## config.mk

```make
export PLATFORM = sky130hd
export DESIGN_NAME = ddr2_init_seq
export DESIGN_NICKNAME = d
export VERILOG_FILES = /design/src/rtl/ddr2_init_pkg.sv /design/src/rtl/ddr2_mode_words.sv /design/src/rtl/ddr2_step_decode.sv /design/src/rtl/ddr2_wait_timer.sv /design/src/rtl/ddr2_init_seq.sv
export SDC_FILE = /design/constraint.sdc
export NUM_CORES = 1
export LEC_CHECK = 0
export BUFFER_PORTS_ARGS = -buffer_cell sky130_fd_sc_hd__buf_2
export CAP_MARGIN = 30
export CORE_MARGIN = 1
export CORE_UTILIZATION = 35
export CTS_CLUSTER_SIZE = 14
export DETAILED_ROUTE_END_ITERATION = 6
export SLEW_MARGIN = 15
export SYNTH_ARGS = -nofsm -noshare
export SYNTH_HDL_FRONTEND = slang
export SYNTH_HIERARCHICAL = 1
export SYNTH_SLANG_ARGS = --single-unit
```

## constraint.sdc

```tcl
create_clock -name clk -period 3.55 [get_ports clk]
set_input_delay 0.5325 -clock clk [delete_from_list [all_inputs] [get_ports clk]]
set_output_delay 0.5325 -clock clk [all_outputs]
set_load 0.02 [all_outputs]
```

## src/rtl/ddr2_init_pkg.sv

```systemverilog
package ddr2_init_pkg;
  localparam int WORD_W = 12;

  typedef enum logic [2:0] {
    CMD_MRS = 3'd0,
    CMD_REF = 3'd1,
    CMD_PRE = 3'd2,
    CMD_WR  = 3'd4,
    CMD_RD  = 3'd5,
    CMD_NOP = 3'd7
  } cmd_e;

  typedef enum logic [1:0] {
    SEL_MR   = 2'd0,
    SEL_EMR  = 2'd1,
    SEL_EMR2 = 2'd2,
    SEL_EMR3 = 2'd3
  } sel_e;

  typedef enum logic [1:0] {
    ST_IDLE  = 2'd0,
    ST_ISSUE = 2'd1,
    ST_WAIT  = 2'd2,
    ST_DONE  = 2'd3
  } state_e;

  localparam logic [WORD_W-1:0] MR_BURST4   = 12'h002;
  localparam logic [WORD_W-1:0] MR_DLL_RST  = 12'h100;
  localparam logic [WORD_W-1:0] EMR_TERM150 = 12'h040;
  localparam logic [WORD_W-1:0] EMR_TERM75  = 12'h004;
  localparam logic [WORD_W-1:0] EMR_DRV_RED = 12'h002;
  localparam logic [WORD_W-1:0] EMR_OCD_DEF = 12'h380;
  localparam logic [WORD_W-1:0] PRE_ALLBANK = 12'h400;

  function automatic logic cfg_usable(input logic [2:0] cas,
                                      input logic [2:0] wr,
                                      input logic [1:0] mods);
    logic cas_ok, wr_ok, mods_ok;
    cas_ok  = (cas >= 3'd3) && (cas <= 3'd5);
    wr_ok   = (wr >= 3'd2) && (wr <= 3'd6);
    mods_ok = (mods == 2'd1) || (mods == 2'd2);
    return cas_ok && wr_ok && mods_ok;
  endfunction

  function automatic logic [WORD_W-1:0] mr_word(input logic [2:0] cas,
                                                input logic [2:0] wr);
    logic [WORD_W-1:0] w;
    w         = MR_BURST4;
    w[6:4]    = cas;
    w[11:9]   = wr - 3'd1;
    return w;
  endfunction

  function automatic logic [WORD_W-1:0] emr_word(input logic [1:0] mods);
    if (mods == 2'd2) return EMR_TERM75 | EMR_DRV_RED;
    return EMR_TERM150;
  endfunction
endpackage

```

## src/rtl/ddr2_mode_words.sv

```systemverilog
module ddr2_mode_words
  import ddr2_init_pkg::*;
(
  input  logic [2:0]        cas_lat_i,
  input  logic [2:0]        wr_rec_i,
  input  logic [1:0]        mod_cnt_i,
  output logic              cfg_ok_o,
  output logic [WORD_W-1:0] mr_o,
  output logic [WORD_W-1:0] emr_o
);
  always_comb begin
    cfg_ok_o = cfg_usable(cas_lat_i, wr_rec_i, mod_cnt_i);
    mr_o     = mr_word(cas_lat_i, wr_rec_i);
    emr_o    = emr_word(mod_cnt_i);
  end
endmodule

```

## src/rtl/ddr2_step_decode.sv

```systemverilog
module ddr2_step_decode
  import ddr2_init_pkg::*;
#(
  parameter int ADDR_W    = 14,
  parameter int REF_COUNT = 4,
  parameter int STEP_W    = 4
) (
  input  logic [STEP_W-1:0] step_i,
  input  logic [WORD_W-1:0] mr_i,
  input  logic [WORD_W-1:0] emr_i,
  output logic [2:0]        code_o,
  output logic [1:0]        sel_o,
  output logic [ADDR_W-1:0] addr_o,
  output logic              wait_after_o,
  output logic              last_o
);
  localparam int S_REF0 = 7;
  localparam int S_MR2  = S_REF0 + REF_COUNT;
  localparam int S_OCD  = S_MR2 + 1;
  localparam int S_EXIT = S_MR2 + 2;

  int unsigned s;
  logic [WORD_W-1:0] word;

  always_comb begin
    s            = 32'(step_i);
    code_o       = CMD_NOP;
    sel_o        = SEL_MR;
    word         = '0;
    wait_after_o = 1'b0;
    last_o       = 1'b0;
    if (s == 0) begin
      wait_after_o = 1'b1;
    end else if (s == 1 || s == 6) begin
      code_o = CMD_PRE;
      word   = PRE_ALLBANK;
    end else if (s == 2) begin
      code_o = CMD_MRS;
      sel_o  = SEL_EMR2;
    end else if (s == 3) begin
      code_o = CMD_MRS;
      sel_o  = SEL_EMR3;
    end else if (s == 4) begin
      code_o = CMD_MRS;
      sel_o  = SEL_EMR;
      word   = emr_i;
    end else if (s == 5) begin
      code_o       = CMD_MRS;
      word         = mr_i | MR_DLL_RST;
      wait_after_o = 1'b1;
    end else if (s >= S_REF0 && s < S_MR2) begin
      code_o = CMD_REF;
    end else if (s == S_MR2) begin
      code_o = CMD_MRS;
      word   = mr_i;
    end else if (s == S_OCD) begin
      code_o = CMD_MRS;
      sel_o  = SEL_EMR;
      word   = emr_i | EMR_OCD_DEF;
    end else if (s == S_EXIT) begin
      code_o = CMD_MRS;
      sel_o  = SEL_EMR;
      word   = emr_i;
      last_o = 1'b1;
    end
    addr_o = ADDR_W'(word);
  end
endmodule

```

## src/rtl/ddr2_wait_timer.sv

```systemverilog
module ddr2_wait_timer #(
  parameter int WAIT_CYC = 16
) (
  input  logic clk,
  input  logic rst_n,
  input  logic load_i,
  input  logic run_i,
  output logic expired_o
);
  localparam int CNT_W = (WAIT_CYC > 1) ? $clog2(WAIT_CYC) : 1;
  localparam logic [CNT_W-1:0] LOAD_VAL = CNT_W'(WAIT_CYC - 1);

  logic [CNT_W-1:0] cnt_q;

  always_ff @(posedge clk) begin
    if (!rst_n) cnt_q <= '0;
    else if (load_i) cnt_q <= LOAD_VAL;
    else if (run_i && cnt_q != '0) cnt_q <= cnt_q - 1'b1;
  end

  assign expired_o = (cnt_q == '0);

  AST_WAIT_BOUND: assert property (@(posedge clk) disable iff (!rst_n)
    cnt_q <= LOAD_VAL);
  AST_WAIT_STEP: assert property (@(posedge clk) disable iff (!rst_n)
    run_i && !load_i && !expired_o |=> cnt_q == $past(cnt_q) - 1'b1);
endmodule

```

## src/rtl/ddr2_init_seq.sv

```systemverilog
module ddr2_init_seq
  import ddr2_init_pkg::*;
#(
  parameter int ADDR_W    = 14,
  parameter int WAIT_CYC  = 16,
  parameter int REF_COUNT = 4
) (
  input  logic              clk,
  input  logic              rst_n,
  input  logic              start_i,
  input  logic [2:0]        cas_lat_i,
  input  logic [2:0]        wr_rec_i,
  input  logic [1:0]        mod_cnt_i,
  output logic              cmd_valid_o,
  input  logic              cmd_ready_i,
  output logic [2:0]        cmd_code_o,
  output logic [1:0]        cmd_sel_o,
  output logic [ADDR_W-1:0] cmd_addr_o,
  output logic              busy_o,
  output logic              done_o,
  output logic              cfg_err_o
);
  localparam int NUM_STEPS = 10 + REF_COUNT;
  localparam int STEP_W    = $clog2(NUM_STEPS);

  state_e            state_q;
  logic [STEP_W-1:0] step_q;
  logic [WORD_W-1:0] mr_q, emr_q;
  logic              err_q;

  logic              cfg_ok;
  logic [WORD_W-1:0] mr_new, emr_new;
  logic              wait_after, last_step, wait_expired;

  // named events
  logic idle_like, start_take, start_reject, handshake, enter_wait;

  ddr2_mode_words u_words (
    .cas_lat_i (cas_lat_i),
    .wr_rec_i  (wr_rec_i),
    .mod_cnt_i (mod_cnt_i),
    .cfg_ok_o  (cfg_ok),
    .mr_o      (mr_new),
    .emr_o     (emr_new)
  );

  ddr2_step_decode #(
    .ADDR_W    (ADDR_W),
    .REF_COUNT (REF_COUNT),
    .STEP_W    (STEP_W)
  ) u_decode (
    .step_i       (step_q),
    .mr_i         (mr_q),
    .emr_i        (emr_q),
    .code_o       (cmd_code_o),
    .sel_o        (cmd_sel_o),
    .addr_o       (cmd_addr_o),
    .wait_after_o (wait_after),
    .last_o       (last_step)
  );

  assign idle_like    = (state_q == ST_IDLE) || (state_q == ST_DONE);
  assign start_take   = idle_like && start_i && cfg_ok;
  assign start_reject = idle_like && start_i && !cfg_ok;
  assign cmd_valid_o  = (state_q == ST_ISSUE);
  assign handshake    = cmd_valid_o && cmd_ready_i;
  assign enter_wait   = handshake && wait_after && !last_step;

  ddr2_wait_timer #(.WAIT_CYC(WAIT_CYC)) u_timer (
    .clk       (clk),
    .rst_n     (rst_n),
    .load_i    (enter_wait),
    .run_i     (state_q == ST_WAIT),
    .expired_o (wait_expired)
  );

  always_ff @(posedge clk) begin
    if (!rst_n) begin
      state_q <= ST_IDLE;
      step_q  <= '0;
      mr_q    <= '0;
      emr_q   <= '0;
      err_q   <= 1'b0;
    end else begin
      unique case (state_q)
        ST_IDLE, ST_DONE: begin
          if (start_take) begin
            state_q <= ST_ISSUE;
            step_q  <= '0;
            mr_q    <= mr_new;
            emr_q   <= emr_new;
            err_q   <= 1'b0;
          end else if (start_reject) begin
            state_q <= ST_IDLE;
            err_q   <= 1'b1;
          end
        end
        ST_ISSUE: begin
          if (handshake) begin
            if (last_step) begin
              state_q <= ST_DONE;
            end else begin
              step_q <= step_q + STEP_W'(1);
              if (wait_after) state_q <= ST_WAIT;
            end
          end
        end
        ST_WAIT: begin
          if (wait_expired) state_q <= ST_ISSUE;
        end
        default: state_q <= ST_IDLE;
      endcase
    end
  end

  assign busy_o    = (state_q == ST_ISSUE) || (state_q == ST_WAIT);
  assign done_o    = (state_q == ST_DONE);
  assign cfg_err_o = err_q;

  AST_HOLD_CMD: assert property (@(posedge clk) disable iff (!rst_n)
    cmd_valid_o && !cmd_ready_i |=> cmd_valid_o && $stable(cmd_code_o)
      && $stable(cmd_sel_o) && $stable(cmd_addr_o));
  AST_WAIT_SILENT: assert property (@(posedge clk) disable iff (!rst_n)
    state_q == ST_WAIT |-> !cmd_valid_o);
  AST_CMD_LEGAL: assert property (@(posedge clk) disable iff (!rst_n)
    cmd_valid_o |-> (cmd_code_o == CMD_NOP || cmd_code_o == CMD_PRE
      || cmd_code_o == CMD_REF || cmd_code_o == CMD_MRS));
  AST_ERR_BLOCKS: assert property (@(posedge clk) disable iff (!rst_n)
    start_reject |=> cfg_err_o && !cmd_valid_o && !busy_o);
  AST_DONE_QUIET: assert property (@(posedge clk) disable iff (!rst_n)
    done_o |-> !cmd_valid_o && !busy_o);
  AST_STEP_HELD: assert property (@(posedge clk) disable iff (!rst_n)
    cmd_valid_o && !cmd_ready_i |=> $stable(step_q));
  AST_WORDS_HELD: assert property (@(posedge clk) disable iff (!rst_n)
    busy_o |=> $stable(mr_q) && $stable(emr_q));
endmodule

```

==> results of run 1 <==
[sequential cells by signal (all words and copies together) (netlist names)]
signal and flops:
step_q 4, emr_q 12, cfg_err_o 1, mr_q 12, state_q 2, u_timer/cnt_q 4
[synthesized netlist by cell type, types with 5 or more instances]
master / number
o21ai_0: 7
inv_1: 13
ha_1: 7
a21oi_1: 27
nand2_1: 57
a22o_1: 10
nand2b_1: 5
nand3_1: 7
nor2_1: 6
dfxtp_1: 35
buf_2: 6
buf_4: 22
[power groups by stage]
stage / combinational (mW) / clock, mW / sequential, mW
after detailed placement: 0.145 / 0 / 0.430
final: 0.144 / 0.364 / 0.420
after CTS: 0.145 / 0.371 / 0.420
after global routing: 0.164 / 0.386 / 0.423
after global placement: 0.143 / 0 / 0.429
after floorplan: 0.129 / 0 / 0.429
[stage by stage]
| stage | setup slack [ps] | utilization | hold slack (ps) |
|---|---|---|---|
| 2_1_floorplan | 1650 | - | 436 |
| 3_3_place_gp | 1070 | 0.376 | 443 |
| 3_5_place_dp | 1040 | 0.376 | 446 |
| 4_1_cts | 998 | 0.395 | 458 |
| 5_1_grt | 877 | 0.395 | 470 |
| 6_report | 1000 | 0.395 | 456 |
[metal layers]
layer,vias to the layer above,share of wire,GRT usage
met1,844,0.51,0.202
met3,5,0.048,0.0326
met5,-,0,0
met4,0,0.017,0.0589
li1,953,-,-
met2,45,0.43,0.217
[critical path, delay by kind of cell, from the launching register on]
family / cells / cell delay, ps
AOI/OAI and AO/OA: 2 / 630
buffers and inverters: 1 / 160
and+or+nand+nor: 1 / 270
DFF: 1 / 660
[area by class of cell]
cell class,count,area [um^2],share of cell area
Sequential cell,35,701,0.298
Clock buffer,5,68.8,0.0293
Timing Repair Buffer,33,168,0.0714
Inverter,15,56.3,0.0240
Multi-Input combinational cell,202,1220,0.519
Tap cell,75,93.8,0.0399
Clock inverter,3,43.8,0.0186
[worst paths after layout]
kind,endpoint,slack [ps],cells after the start,from
min,mr_q[2]$_SDFFE_PN0P_,460,2,mr_q[2]$_SDFFE_PN0P_
max,cmd_addr_o[6],1000,4,step_q[2]$_SDFFE_PN0P_
min reg2reg,mr_q[2]$_SDFFE_PN0P_,460,2,mr_q[2]$_SDFFE_PN0P_
max reg2reg,u_timer/cnt_q[1]$_SDFFE_PN0P_,1300,6,step_q[2]$_SDFFE_PN0P_
[logic make-up (layout without fill, tap and decap cells)]
family,after synthesis,after routing,share of synthesized area
and+or+nand+nor,98,98,0.222
AOI/OAI and AO/OA,73,73,0.236
buffers and inverters,50,56,0.142
DFF,35,35,0.322
adders and majority gates,9,9,0.0506
other,3,17,0.00518
muxes,3,3,0.0144
xor gates and xnor gates,2,2,0.00806
==> qor.yml, run 1 <==
relSlewSlack: 0.393
grt_first_pass_wirelength_um: 7420
power_leakage_nw: 0.964
clkLatencyLatePin_ps: 290
die_area_um2: 6530
coreArea_um2: 5960
nFillCells: 624
synth_top_cell_by_area: "dfxtp_1"
die_h_um: 80.8
cts_hold_buf: 0
start_util: 0.365
syn_to_final_growth_pct: 8.06
wirelength_um: 4390
rsz0062_at_grt: "no"
netlist_area_um2: 2170
mostFrequentLayoutCells: "57 x nand2_1, 35 x dfxtp_1, 32 x buf_2, 27 x a21oi_1, 17 x conb_1"
peakVddDrop_v: 0.000188
cp_slowest_cell: "dfxtp_1"
postSynthCellCount: 273
htree_levels: 2
critPathMaxStageDelay_ps: 660
synth_seq_cells: 35
drc_errors: 0
dp_hpwl_um: 3030
layout_commonest_cell: "nand2_1"
final.min_clock_period_ps: 2550
antenna_found_initial: 0
vias_per_cell: 5.02
overflow: 0
wl_per_cell_um: 11.9
worstPathArrival_ps: 2010
gp_congestion: 0.742
diodes: 0
final_layout_size_suffix_gt1_frac: 0.188
yosysSeqAreaShare: 0.322
placed_cell_area_um2: 2240
p_total_mw: 0.929
status: "completed"
internal-power_mw: 0.673
fmax_ghz: 0.393
post_cts_buffers: 0
finalMaxSlewViolations: 0
cp_cell_sequence: "nand2b_1, o22ai_4, a22o_1, buf_2"
path_clk_slew_ps: 80
cts_buffers: 5
setup.worst_path.end_class: "primary output"
num_vias: 1847
rows: 28
power.share.clock: 0.392
power_density_nw_per_um2: 395
cts.repair.resized: 0
synthArstFlopShare: 0
combPwrFrac: 0.155
synth_edf_count: 0
cp-start-kind: "flip-flop"
p_seq_frac: 0.452
worstPathRequired_ps: 3020
instances_no_fill: 368
dp_cells: 360
grt_util_all_layers: 0.146
drv_cap: 0
synth_warnings: 6
finalSetupTns_ps: 0
cts_tree: "built"
synthTopCellsByArea: "dfxtp_1 32%, nand2_1 9.8%, buf_4 7.6%"
drt_iter0_drc: 112
critPathMaxFanout: 16
die_width_um: 80.8
clockBufferDepth: 2
nNetsFinal: 311
ios: 35
min_path_type: "reg2reg"
worstMarginPinSlew_ps: 908
synth_top_area_frac: 0.322
cts_root_buf: "clkbuf_8"
io_buffers: 32
finalHoldViolCount: 0
synth_cell_types: 59
fin_skew_ps: 9.65
swShare: 0.275
critical_path_class: "reg2out"
synth-main-ff-cell: "dfxtp_1"
grt_max_degree: 30
ant_nets: 0
finalSetupViolCount: 0
p_sw_mw: 0.256
period_share: 0.717
avgSynthCellArea_um2: 7.97
design_area_um2: 2350
cts_sinks: 35
drt_pass1_iterations: 4
grt_pass1_vias: 1563
(Power assumes the default switching activity.)
==> run 2: changes to the inputs <==
--- a/config.mk
+++ b/config.mk
@@ -5,6 +5,7 @@
 export SDC_FILE = /design/constraint.sdc
 export NUM_CORES = 1
 export LEC_CHECK = 0
+export ABC_AREA = 1
 export BUFFER_PORTS_ARGS = -buffer_cell sky130_fd_sc_hd__buf_2
 export CAP_MARGIN = 30
 export CORE_MARGIN = 1
==> constraint.sdc (replaced) <==
create_clock -name clk -period 2.1 [get_ports clk]
set_input_delay 0.315 -clock clk [delete_from_list [all_inputs] [get_ports clk]]
set_output_delay 0.315 -clock clk [all_outputs]
set_load 0.02 [all_outputs]
==> run 2 against run 1 <==
  * Global-route usage up 0.18 points
  * Non-clock buffer count is 3 higher
  * Power grew to 2.8 times the previous value
  * Final cell count up 22%
  * Register-to-register slack got worse by 880 ps
  * Sequential power increased by 110%
  * Clock power grew 30%
  * Critical path type unchanged
==> qor.yml, run 2 <==
status: "completed"  # unchanged
num_vias: 1952  # was 1847
path_clk_slew_ps: 70  # was 80 ps
hold-path-endpoint: "mr_q[4]$_SDFFE_PN0P_"  # was mr_q[2]$_SDFFE_PN0P_
power.share.clock: 0.183  # was 0.392
ff2ff_setup_slack_ps: 420  # was 1300 ps
combPwrFrac: 0.475  # was 0.155
synth-main-ff-cell: "dfxtp_1"  # unchanged
cts_buffers: 5  # unchanged
cts_hold_buf: 0  # unchanged
synthArstFlopShare: 0  # unchanged
coreArea_um2: 6030  # was 5960 um^2
synthTopCellsByArea: "dfxtp_1 31%, nand2_1 14%, inv_1 10%"  # was dfxtp_1 32%, nand2_1 9.8%, buf_4 7.6%
ios: 35  # unchanged
grt_util_all_layers: 0.148  # was 0.146
die_area_um2: 6690  # was 6530 um^2
top_regs: "emr_q: 12 flops, mr_q: 12 flops"  # unchanged
synth_cell_types: 28  # was 59
htree_levels: 2  # unchanged
power_density_nw_per_um2: 1050  # was 395 nW/um^2
min_path_cells: 3  # was 2
critPathMaxFanout: 9  # was 16
worstPathRequired_ps: 1780  # was 3020 ps
synth_top_cell_by_area: "dfxtp_1"  # unchanged
avgSynthCellArea_um2: 6.40  # was 7.97 um^2
synth_edf_count: 0  # unchanged
fin_skew_ps: 4.14  # was 9.65 ps
yosysSeqAreaShare: 0.314  # was 0.322
fin_ws_ps: 198  # was 1000 ps
synth_seq_cells: 35  # unchanged
finalMaxSlewViolations: 0  # unchanged
setup.worst_path.end_class: "primary output"  # unchanged
postSynthCellCount: 348  # was 273
clockBufferDepth: 2  # unchanged
min_path_type: "in2reg"  # was reg2reg
synth_common_cells: "83 x nand2_1, 62 x inv_1, 35 x dfxtp_1"  # was 57 x nand2_1, 35 x dfxtp_1, 27 x a21oi_1
die_h_um: 81.8  # was 80.8 um
wl_per_cell_um: 9.65  # was 11.9 um
clkLatencyLatePin_ps: 280  # was 290 ps
rr_endpoint: "u_timer/cnt_q[0]$_SDFFE_PN0P_"  # was u_timer/cnt_q[1]$_SDFFE_PN0P_
hp-start: "cas_lat_i[0]"  # was mr_q[2]$_SDFFE_PN0P_
grt_pass1_vias: 1737  # was 1563
cts_sinks: 35  # unchanged
die_width_um: 81.8  # was 80.8 um
vias_per_cell: 4.34  # was 5.02
period_share: 0.906
fmax_ghz: 0.526
synth.most_common_cell: "nand2_1"  # unchanged
io_buffers: 32  # unchanged
p_seq_frac: 0.342  # was 0.452
swShare: 0.437  # was 0.275
netlist_area_um2: 2230  # was 2170 um^2
finalSetupViolCount: 0  # unchanged
overflow: 0  # unchanged
rows: 28  # unchanged
final.min_clock_period_ps: 1900
cp-start-kind: "flip-flop"  # unchanged
grt_max_degree: 49  # was 30
layout_commonest_cell: "nand2_1"  # unchanged
mostFrequentLayoutCells: "83 x nand2_1, 62 x inv_1, 33 x dfxtp_1, 32 x a21oi_1, 32 x buf_2"  # was 57 x nand2_1, 35 x dfxtp_1, 32 x buf_2, 27 x a21oi_1, 17 x conb_1
start_util: 0.370  # was 0.365
power_leakage_nw: 1.25  # was 0.964 nW
p_sw_mw: 1.13  # was 0.256 mW
cts_tree: "built"  # unchanged
finalSetupTns_ps: 0  # unchanged
dp_hpwl_um: 3220  # was 3030 um
synth_warnings: 6  # unchanged
worstMarginPinSlew_ps: 513  # was 908 ps
syn_to_final_growth_pct: 10.1  # was 8.06%
fin_util: 0.407  # was 0.395
fin_hold_ws_ps: 327  # was 456 ps
drt_iter0_drc: 86  # was 112
drc_errors: 0  # unchanged
rsz0062_at_grt: "no"  # unchanged
wirelength_um: 4340  # was 4390 um
r2r_start: "step_q[1]$_SDFFE_PN0P_"  # was step_q[2]$_SDFFE_PN0P_
gp_congestion: 0.785  # was 0.742
critical_path_class: "reg2out"  # unchanged
dp_slack_ps: 274  # was 1040 ps
worstPathArrival_ps: 1590  # was 2010 ps
r2r_cells: 10  # was 6
internal-power_mw: 1.45  # was 0.673 mW
antenna_found_initial: 0  # unchanged
grt_first_pass_wirelength_um: 7650  # was 7420 um
finalHoldViolCount: 0  # unchanged
ant_nets: 0  # unchanged
peakVddDrop_v: 0.000480  # was 0.000188 V
diodes: 0  # unchanged
nNetsFinal: 393  # was 311
cts_root_buf: "clkbuf_8"  # unchanged
synth_top_area_frac: 0.314  # was 0.322
relSlewSlack: 0.658  # was 0.393
drv_cap: 0  # unchanged
final_layout_size_suffix_gt1_frac: 0.155  # was 0.188
drt_pass1_iterations: 4  # unchanged
run 2: cell count changes after synthesis, sizes merged, moves of 5 or more:
cell | before | now
clkbuf | 3 | 8
o21ai | 7 | 29
buf | 32 | 23
nand3 | 7 | 23
a22o | 10 | 0
a21oi | 27 | 33
inv | 15 | 65
nand2b | 6 | 0
nor2 | 6 | 23
nand2 | 57 | 88
run 2: how the worst max path moves through the flow:
stage                                       start  cells after the start                            end
after floorplan           state_q[1]$_SDFFE_PN0P_                      9  u_timer/cnt_q[0]$_SDFFE_PN0P_
after global placement               mod_cnt_i[0]                     10          mr_q[10]$_SDFFE_PN0P_
after detailed placement             mod_cnt_i[0]                     10           mr_q[5]$_SDFFE_PN0P_
after CTS                  step_q[2]$_SDFFE_PN0P_                      7                 cmd_addr_o[10]
after global routing       step_q[1]$_SDFFE_PN0P_                      7                  cmd_addr_o[4]
final                      step_q[1]$_SDFFE_PN0P_                      7                 cmd_addr_o[11]
run 2: area by class of cell:
class,instances,area [um^2]
fill,667,3570
multi-input combinational,231,1130
sequential,35,703
inverter,65,249
timing repair buffer,36,190
tap,75,93.8
clock buffer,6,72.6
clock inverter,2,12.5
run 2: routing by layer:
layer	global-route usage	up-vias	part of all wire
met4	0.0474	0	0.011
li1	-	1097	-
met3	0.0300	4	0.038
met2	0.234	38	0.45
met5	0	-	0
met1	0.199	813	0.50
run 2: per-stage QoR:
step	area [um^2]	instances	power [mW]
2_1_floorplan	2280	362	1.87
5_1_grt	2450	450	2.84
3_5_place_dp	2360	442	2.13
3_3_place_gp	2360	442	2.12
6_report	2450	450	2.58
4_1_cts	2440	450	2.61
run 2: kinds of logic after synthesis:
kind of cell	share of synthesized area
AOI/OAI and AO/OA	0.154
xor gates and xnor gates	0.00393
buffers and inverters	0.204
adders and majority gates	0.0393
and+or+nand+nor	0.279
other	0.00505
DFF	0.314
run 2: power groups by stage:
stage | Combinational, mW | Clock, mW | Sequential, mW
2_1_floorplan | 0.983 | 0 | 0.891
3_3_place_gp | 1.22 | 0 | 0.899
3_5_place_dp | 1.23 | 0 | 0.900
4_1_cts | 1.23 | 0.487 | 0.885
5_1_grt | 1.42 | 0.523 | 0.903
6_report | 1.23 | 0.472 | 0.884
run 2: worst max-delay path, cell delays in order (launching register included):
cell	delay (ps)
dfxtp_1	460
nand2_1	140
inv_1	70
nand2_1	130
nand2_4	180
nand3_1	90
nand2_1	70
buf_2	160
run 2: what timing repair did:
action / 4_1_cts / 5_1_grt
buffers inserted: 0 / 0
endpoints found under the setup margin: 0 / 8
resized for setup: 0 / 3
endpoints found under the hold margin: 0 / 0
